==> src/rtl/rr_alu_pkg.sv <==
package rr_alu_pkg;

    typedef enum logic [3:0] {
        OP_AND = 4'd0,  OP_EOR = 4'd1,  OP_LSL = 4'd2,  OP_LSR = 4'd3,
        OP_ASR = 4'd4,  OP_ADC = 4'd5,  OP_SBC = 4'd6,  OP_ROR = 4'd7,
        OP_TST = 4'd8,  OP_NEG = 4'd9,  OP_CMP = 4'd10, OP_CMN = 4'd11,
        OP_ORR = 4'd12, OP_MUL = 4'd13, OP_BIC = 4'd14, OP_MVN = 4'd15
    } alu_op_e;

    typedef enum logic [1:0] {
        SH_LSL = 2'd0,
        SH_LSR = 2'd1,
        SH_ASR = 2'd2,
        SH_ROR = 2'd3
    } sh_kind_e;

    typedef enum logic [1:0] {
        PH_IDLE = 2'd0,
        PH_WAIT = 2'd1,
        PH_MUL  = 2'd2,
        PH_DONE = 2'd3
    } phase_e;

    typedef struct packed {
        logic n;
        logic z;
        logic c;
        logic v;
    } nzcv_t;

endpackage

==> src/rtl/rr_alu_shift.sv <==
module rr_alu_shift
    import rr_alu_pkg::*;
#(
    parameter int unsigned DW = 32,
    localparam int unsigned AW = $clog2(DW)
) (
    input  sh_kind_e        kind_i,
    input  logic [DW-1:0]   val_i,
    input  logic [7:0]      amt_i,
    input  logic            c_i,
    output logic [DW-1:0]   res_o,
    output logic            c_o
);

    logic [AW-1:0]      sh;
    logic               amt_zero;
    logic               amt_eq;
    logic               amt_big;
    logic [DW:0]        wide_l;
    logic [DW:0]        wide_r;
    logic signed [DW:0] wide_a;
    logic [2*DW-1:0]    dbl;

    assign sh       = amt_i[AW-1:0];
    assign amt_zero = (amt_i == 8'd0);
    assign amt_eq   = (32'(amt_i) == DW);
    assign amt_big  = (32'(amt_i) > DW);

    always_comb begin
        wide_l = {1'b0, val_i} << sh;
        wide_r = {val_i, 1'b0} >> sh;
        wide_a = $signed({val_i, 1'b0}) >>> sh;
        dbl    = {val_i, val_i} >> sh;
        res_o  = val_i;
        c_o    = c_i;
        if (!amt_zero) begin
            unique case (kind_i)
                SH_LSL: begin
                    if (amt_eq) begin
                        res_o = '0;
                        c_o   = val_i[0];
                    end else if (amt_big) begin
                        res_o = '0;
                        c_o   = 1'b0;
                    end else begin
                        res_o = wide_l[DW-1:0];
                        c_o   = wide_l[DW];
                    end
                end
                SH_LSR: begin
                    if (amt_eq) begin
                        res_o = '0;
                        c_o   = val_i[DW-1];
                    end else if (amt_big) begin
                        res_o = '0;
                        c_o   = 1'b0;
                    end else begin
                        res_o = wide_r[DW:1];
                        c_o   = wide_r[0];
                    end
                end
                SH_ASR: begin
                    if (amt_eq || amt_big) begin
                        res_o = {DW{val_i[DW-1]}};
                        c_o   = val_i[DW-1];
                    end else begin
                        res_o = wide_a[DW:1];
                        c_o   = wide_a[0];
                    end
                end
                SH_ROR: begin
                    res_o = dbl[DW-1:0];
                    c_o   = dbl[DW-1];
                end
                default: begin
                    res_o = val_i;
                    c_o   = c_i;
                end
            endcase
        end
    end

endmodule

==> src/rtl/rr_alu_addsub.sv <==
module rr_alu_addsub #(
    parameter int unsigned DW = 32
) (
    input  logic [DW-1:0] x_i,
    input  logic [DW-1:0] y_i,
    input  logic          cin_i,
    output logic [DW-1:0] sum_o,
    output logic          c_o,
    output logic          v_o
);

    logic [DW:0] total;

    always_comb begin
        total = {1'b0, x_i} + {1'b0, y_i} + {{DW{1'b0}}, cin_i};
        sum_o = total[DW-1:0];
        c_o   = total[DW];
        v_o   = (x_i[DW-1] == y_i[DW-1]) && (total[DW-1] != x_i[DW-1]);
    end

endmodule

==> src/rtl/rr_alu_mul.sv <==
module rr_alu_mul #(
    parameter int unsigned DW    = 32,
    parameter int unsigned CHUNK = 8,
    localparam int unsigned STEPS = DW / CHUNK,
    localparam int unsigned SW    = $clog2(STEPS + 1)
) (
    input  logic          clk,
    input  logic          rst_n,
    input  logic          start_i,
    input  logic [DW-1:0] mcand_i,
    input  logic [DW-1:0] mplier_i,
    output logic [SW-1:0] steps_o,
    output logic          done_o,
    output logic [DW-1:0] prod_o
);

    typedef struct packed {
        logic          active;
        logic [SW-1:0] idx;
        logic [SW-1:0] m;
        logic          neg;
        logic [DW-1:0] acc;
        logic [DW-1:0] a;
        logic [DW-1:0] b;
    } mul_st_t;

    mul_st_t q, d;

    logic [STEPS-1:1] fit;
    logic [DW-1:0]    digit;
    logic [DW-1:0]    part;
    logic [DW-1:0]    sum;
    logic             last;

    // a band qualifies when the bits above it are pure zero or pure one fill
    for (genvar k = 1; k < STEPS; k++) begin : g_fit
        assign fit[k] = (~|mplier_i[DW-1:k*CHUNK]) | (&mplier_i[DW-1:k*CHUNK]);
    end

    always_comb begin
        steps_o = SW'(STEPS);
        for (int k = STEPS - 1; k >= 1; k--) begin
            if (fit[k]) steps_o = SW'(k);
        end
    end

    always_comb begin
        d      = q;
        digit  = DW'(q.b[q.idx*CHUNK +: CHUNK]);
        part   = (q.a * digit) << (q.idx * CHUNK);
        sum    = q.acc + part;
        last   = (q.idx == q.m - SW'(1));
        if (last && q.neg && (32'(q.m) < STEPS)) begin
            sum = sum - (q.a << (q.m * CHUNK));
        end
        done_o = q.active && last;
        prod_o = sum;
        if (start_i) begin
            d.active = 1'b1;
            d.idx    = '0;
            d.m      = steps_o;
            d.neg    = mplier_i[DW-1];
            d.acc    = '0;
            d.a      = mcand_i;
            d.b      = mplier_i;
        end else if (q.active) begin
            d.acc = sum;
            d.idx = q.idx + SW'(1);
            if (last) d.active = 1'b0;
        end
    end

    always_ff @(posedge clk or negedge rst_n) begin
        if (!rst_n) q <= '0;
        else        q <= d;
    end


    mul_start_idle_chk: assert property (@(posedge clk) disable iff (!rst_n)
        start_i |-> !q.active);


    mul_run_chk: assert property (@(posedge clk) disable iff (!rst_n)
        start_i |=> q.active && (q.idx == '0));

endmodule

==> src/rtl/rr_alu.sv <==
module rr_alu
    import rr_alu_pkg::*;
#(
    parameter int unsigned DW    = 32,
    parameter int unsigned CHUNK = 8,
    localparam int unsigned STEPS = DW / CHUNK,
    localparam int unsigned SW    = $clog2(STEPS + 1),
    localparam int unsigned CW    = $clog2(STEPS + 2)
) (
    input  logic          clk,
    input  logic          rst_n,
    input  logic          in_valid,
    output logic          in_ready,
    input  logic [3:0]    op_i,
    input  logic [DW-1:0] dst_i,
    input  logic [DW-1:0] src_i,
    input  logic [3:0]    flags_i,
    output logic          out_valid,
    input  logic          out_ready,
    output logic [DW-1:0] res_o,
    output logic          wr_o,
    output logic [3:0]    flags_o,
    output logic [CW-1:0] cyc_o
);

    typedef struct packed {
        phase_e        ph;
        logic [DW-1:0] res;
        logic          wr;
        nzcv_t         flg;
        logic [CW-1:0] cyc;
    } st_t;

    st_t q, d;

    alu_op_e       op;
    nzcv_t         fin;
    logic          accept;
    logic          is_shift;
    logic          is_nowr;

    sh_kind_e      sh_kind;
    logic [DW-1:0] sh_res;
    logic          sh_c;

    logic [DW-1:0] as_x, as_y, as_sum;
    logic          as_cin, as_c, as_v;

    logic          mul_done;
    logic [DW-1:0] mul_prod;
    logic [SW-1:0] mul_m;

    logic [DW-1:0] lres;
    logic          lwr;
    nzcv_t         lflg;

    assign op       = alu_op_e'(op_i);
    assign fin      = nzcv_t'(flags_i);
    assign accept   = in_valid && (q.ph == PH_IDLE);
    assign is_shift = (op == OP_LSL) || (op == OP_LSR) || (op == OP_ASR) || (op == OP_ROR);
    assign is_nowr  = (op == OP_TST) || (op == OP_CMP) || (op == OP_CMN);

    // operand steering for the shifter and the adder
    always_comb begin
        as_x    = dst_i;
        as_y    = src_i;
        as_cin  = 1'b0;
        sh_kind = SH_LSL;
        unique case (op)
            OP_ADC: as_cin = fin.c;
            OP_SBC: begin as_y = ~src_i; as_cin = fin.c; end
            OP_CMP: begin as_y = ~src_i; as_cin = 1'b1;  end
            OP_NEG: begin as_x = '0; as_y = ~src_i; as_cin = 1'b1; end
            OP_LSR: sh_kind = SH_LSR;
            OP_ASR: sh_kind = SH_ASR;
            OP_ROR: sh_kind = SH_ROR;
            default: ;
        endcase
    end

    rr_alu_shift #(.DW(DW)) u_shift (
        .kind_i (sh_kind),
        .val_i  (dst_i),
        .amt_i  (src_i[7:0]),
        .c_i    (fin.c),
        .res_o  (sh_res),
        .c_o    (sh_c)
    );

    rr_alu_addsub #(.DW(DW)) u_addsub (
        .x_i   (as_x),
        .y_i   (as_y),
        .cin_i (as_cin),
        .sum_o (as_sum),
        .c_o   (as_c),
        .v_o   (as_v)
    );

    rr_alu_mul #(.DW(DW), .CHUNK(CHUNK)) u_mul (
        .clk      (clk),
        .rst_n    (rst_n),
        .start_i  (accept && (op == OP_MUL)),
        .mcand_i  (dst_i),
        .mplier_i (src_i),
        .steps_o  (mul_m),
        .done_o   (mul_done),
        .prod_o   (mul_prod)
    );

    always_comb begin
        d    = q;
        lres = '0;
        lwr  = !is_nowr;
        lflg = fin;
        unique case (op)
            OP_AND, OP_TST: lres = dst_i & src_i;
            OP_EOR:         lres = dst_i ^ src_i;
            OP_ORR:         lres = dst_i | src_i;
            OP_BIC:         lres = dst_i & ~src_i;
            OP_MVN:         lres = ~src_i;
            OP_LSL, OP_LSR, OP_ASR, OP_ROR: begin
                lres   = sh_res;
                lflg.c = sh_c;
            end
            OP_ADC, OP_SBC, OP_NEG, OP_CMP, OP_CMN: begin
                lres   = as_sum;
                lflg.c = as_c;
                lflg.v = as_v;
            end
            default: lres = '0;
        endcase
        lflg.n = lres[DW-1];
        lflg.z = (lres == '0);

        unique case (q.ph)
            PH_IDLE: begin
                if (accept) begin
                    d.res = lres;
                    d.wr  = lwr;
                    d.flg = lflg;
                    if (op == OP_MUL) begin
                        d.ph  = PH_MUL;
                        d.flg = fin;
                        d.cyc = CW'(mul_m) + CW'(1);
                    end else if (is_shift) begin
                        d.ph  = PH_WAIT;
                        d.cyc = CW'(2);
                    end else begin
                        d.ph  = PH_DONE;
                        d.cyc = CW'(1);
                    end
                end
            end
            PH_WAIT: d.ph = PH_DONE;
            PH_MUL: begin
                if (mul_done) begin
                    d.res   = mul_prod;
                    d.flg.n = mul_prod[DW-1];
                    d.flg.z = (mul_prod == '0);
                    d.ph    = PH_DONE;
                end
            end
            PH_DONE: if (out_ready) d.ph = PH_IDLE;
            default: d.ph = PH_IDLE;
        endcase
    end

    always_ff @(posedge clk or negedge rst_n) begin
        if (!rst_n) q <= '0;
        else        q <= d;
    end

    assign in_ready  = (q.ph == PH_IDLE);
    assign out_valid = (q.ph == PH_DONE);
    assign res_o     = q.res;
    assign wr_o      = q.wr;
    assign flags_o   = q.flg;
    assign cyc_o     = q.cyc;


    hold_stable_chk: assert property (@(posedge clk) disable iff (!rst_n)
        out_valid && !out_ready |=> out_valid && $stable(res_o) && $stable(flags_o) && $stable(wr_o));


    release_ready_chk: assert property (@(posedge clk) disable iff (!rst_n)
        out_valid && out_ready |=> in_ready);


    single_lat_chk: assert property (@(posedge clk) disable iff (!rst_n)
        accept && !is_shift && (op != OP_MUL) |=> out_valid);


    shift_lat_chk: assert property (@(posedge clk) disable iff (!rst_n)
        accept && is_shift |=> !out_valid ##1 out_valid);


    nowr_chk: assert property (@(posedge clk) disable iff (!rst_n)
        accept && is_nowr |=> !wr_o);


    mul_phase_chk: assert property (@(posedge clk) disable iff (!rst_n)
        mul_done |-> (q.ph == PH_MUL));

endmodule

==> config.mk <==
export PLATFORM = sky130hd
export DESIGN_NAME = rr_alu
export DESIGN_NICKNAME = d
export VERILOG_FILES = /design/src/rtl/rr_alu_pkg.sv /design/src/rtl/rr_alu_shift.sv /design/src/rtl/rr_alu_addsub.sv /design/src/rtl/rr_alu_mul.sv /design/src/rtl/rr_alu.sv
export SDC_FILE = /design/constraint.sdc
export NUM_CORES = 2
export LEC_CHECK = 0
export CAP_MARGIN = 10
export CORE_MARGIN = 2
export CORE_UTILIZATION = 35
export DETAILED_ROUTE_END_ITERATION = 16
export GPL_TIMING_DRIVEN = 0
export PLACE_DENSITY = 0.58
export SLEW_MARGIN = 5
export SYNTH_ARGS = -nofsm -noshare
export SYNTH_HDL_FRONTEND = slang
export SYNTH_SLANG_ARGS = --single-unit
==> constraint.sdc <==
create_clock -name clk -period 20.7 [get_ports clk]
set_input_delay 4.14 -clock clk [delete_from_list [all_inputs] [get_ports clk]]
set_output_delay 4.14 -clock clk [all_outputs]
set_load 0.01 [all_outputs]
==> metrics.md <==
| Metric | Value |
|---|---|
| Outcome | `complete, no violations` |
| Synth Instances | `3355` |
| Drt via density | `6.16` |
| CP peak stage delay | `0.58 ns` |
| DRC violations left | `0` |
| Antenna Nets Post-Route | `0` |
| Synth area leaders | `dfrtp_1 (13%), fa_1 (12%), ha_1 (7.8%)` |
| Final HPWL DP | `100000 um` |
| Final Hold Vio Count | `0` |
| IO Count | `118` |
| Bufs on Longest Clock Path | `2` |
| Via count of the routed design | `27900` |
| GRT Overall Usage | `30.4%` |
| Postcts setup bufs | `0` |
| Initial antenna violation count | `6` |
| PostCTS Resize Cnt | `0` |
| First-pass DRT Iterations | `6` |
| Syn-to-layout area delta | `10.4%` |
| Cell variety after synth | `95` |
| Root Driver | `clkbuf_16` |
| Pleak | `12.6 nW` |
| Max Freq | `0.0792 GHz` |
| Post-synth top area share | `13.2%` |
| Global-route wire length before repair | `184000 um` |
| Max_cap viols | `0` |
| Cell taking the most area after synthesis | `dfrtp_1` |
| RSZ-0062 raised after global routing | `false` |
| Mapped cell area | `27600 um2` |
| Asr flop ratio synth | `100%` |
| CTS tree | `built` |
| Clock power share | `6.3%` |
| CP max-delay cell | `clkbuf_1` |
| Worst-Skew Late Latency | `0.45 ns` |
| Pin count of the biggest net entering global routing | `76` |
| Internal cell power | `0.00223 W` |
| WP data arrival | `12.95 ns` |
| Net Sw Frac | `56.2%` |
| Core Box Area | `77700 um2` |
| Nets | `3877` |
| Setup crit end kind | `flop` |
| Main synth FF type | `dfrtp_1` |
| Post-synth top cells | `nor2_1 (314), nand2_1 (261), inv_1 (243)` |
| Hold Slack | `0.479 ns` |
| Post-Synthesis Net Count | `3763` |
| Clock transition at path regs | `0.06 ns` |
| Placed inst area | `29800 um2` |
| H-Tree Depth | `4` |
| Critical Path RT | `21.03 ns` |
| Net Sw Power | `0.00286 W` |
| Slew @ Worst Pin | `1.39 ns` |
| Routability cong. | `1.01` |
| Syn. warnings | `0` |
| Power Density | `167 nW/um2` |
| Hold Path Class | `reg -> reg` |
| Setup TNS | `0 ns` |
| Die area | `81000 um2` |
| Startpoint types | `flop` |
| Die X | `285 um` |
| Reg power frac | `10.0%` |
| Max_slew headroom | `7.44%` |
| Die Y-Extent | `285 um` |
| Design Area, Final | `30400 um2` |
| Register bit total from synthesis | `145` |
| Clock Sinks | `145` |
| Fin util | `39.2%` |
| Layout cell share with drive strength beyond 1 | `10.2%` |
| Final Max Slew Viols | `0` |
| DRT iter0 DRCs | `3293` |
| Combinational share of power | `83.8%` |
| Top-count cell post-synth | `nor2_1` |
| Std-Cell Rows | `102` |
| Seq/Total Area, Yosys | `13.2%` |
| WL per Instance | `27.7 um` |
| Endpoints failing setup | `0` |
| Final period util | `61.0%` |
| GR Overflow Total | `0` |
| VDD IR max | `0.120 mV` |
| # hold bufs at CTS | `0` |
| Port buffer count | `89` |
| Vias in the first global route | `27300` |
| Critical path fanouts, max | `10` |
| Crit path time final | `12.62 ns` |
| Initial Utilization | `35.5%` |
| Worst clock skew | `0.0125 ns` |
| EDFF count, synth | `0` |
| Crit path kind | `reg -> reg` |
| TritonCTS Buffers | `17` |
| Post-Route WL | `125000 um` |
| Average cell area after synthesis | `8.22 um2` |
==> kinds of logic after synthesis <==
logic type      count (synthesis)  share of synthesized area, %
buf+inv                       549                          8.38
mux                           290                          15.1
xor+xnor                      150                          4.82
compound gates                839                          20.6
fa+ha+maj                     332                          19.4
flops                         145                          13.2
simple gates                 1050                          18.6
==> path summary, 6_finish.rpt <==
path                              start           to  slack (ns)  cells past startpoint
min                                wr_o         wr_o        0.48                      2
min in group asynchronous         rst_n  u_mul.q[84]        3.64                      1
max reg2reg                u_mul.q[100]    res_o[29]        8.08                     43
max                        u_mul.q[100]    res_o[29]        8.08                     43
max in group asynchronous         rst_n  u_mul.q[49]       16.26                      2
min reg2reg                        wr_o         wr_o        0.48                      2
==> power groups by stage <==
| stage | clock, W | sequential (W) | combinational (W) |
|---|---|---|---|
| after CTS | 0.000322 | 0.000503 | 0.00419 |
| final | 0.000321 | 0.000507 | 0.00427 |
| after global routing | 0.000333 | 0.000519 | 0.00464 |
| after global placement | 0 | 0.000505 | 0.00415 |
| after floorplan | 0 | 0.000470 | 0.00296 |
| after detailed placement | 0 | 0.000507 | 0.00416 |
==> cell usage in the layout (no fill, tap or decap), types with 29 or more instances in the layout <==
master,instances
a211oi_1,65
a21o_1,49
a21oi_1,186
a31oi_1,47
and2_1,185
buf_4,46
clkbuf_1,206
clkdlybuf4s50_1,88
dfrtp_1,145
fa_1,160
ha_1,172
inv_1,243
mux2_2,113
mux2i_1,89
mux4_2,84
nand2_1,261
nand2b_1,29
nand3_1,52
nor2_1,314
nor3_1,49
o21a_1,32
o21ai_0,170
xnor2_1,116
xor2_1,33
==> cell type report <==
class | instances | area, um2
Sequential cell | 145 | 3630
Inverter | 247 | 927
Buffer | 302 | 1380
Fill cell | 8044 | 47300
Multi-Input combinational cell | 2661 | 21700
Tap cell | 1040 | 1300
Antenna cell | 2 | 5.00
Clock inverter | 13 | 148
Timing Repair Buffer | 95 | 953
Clock buffer | 19 | 443
==> critical path: cells and delay by family (launching register included) <==
family          cells  cell delay (ns)
fa+ha+maj           7             3.05
mux                 3             0.81
flops               1             0.35
buf+inv             8             2.07
compound gates     17             4.64
simple gates        8             1.57
==> sequential cells by signal (all words and copies together), names as in the netlist <==
signal	cells
res_o	32
q	2
wr_o	1
flags_o	4
cyc_o	3
u_mul.q	103
==> per-stage QoR <==
stage / setup slack, ns / cells / total power, W
floorplan: 10.62 / 3355 / 0.00343
global placement: 8.18 / 4484 / 0.00465
detailed placement: 8.25 / 4488 / 0.00467
CTS: 8.21 / 4520 / 0.00501
global route: 7.36 / 4522 / 0.00550
finish: 8.08 / 4524 / 0.00509
==> per-layer routing <==
metal  routed length, um  GRT usage [%]  vias up
met5                  79              0        -
met4                7070           15.3       12
met3               11500           5.74      373
met2               54800           46.8     1537
met1               51800           40.6    13800
li1                    -              -    12200
Power figures use the tool's default switching activity.
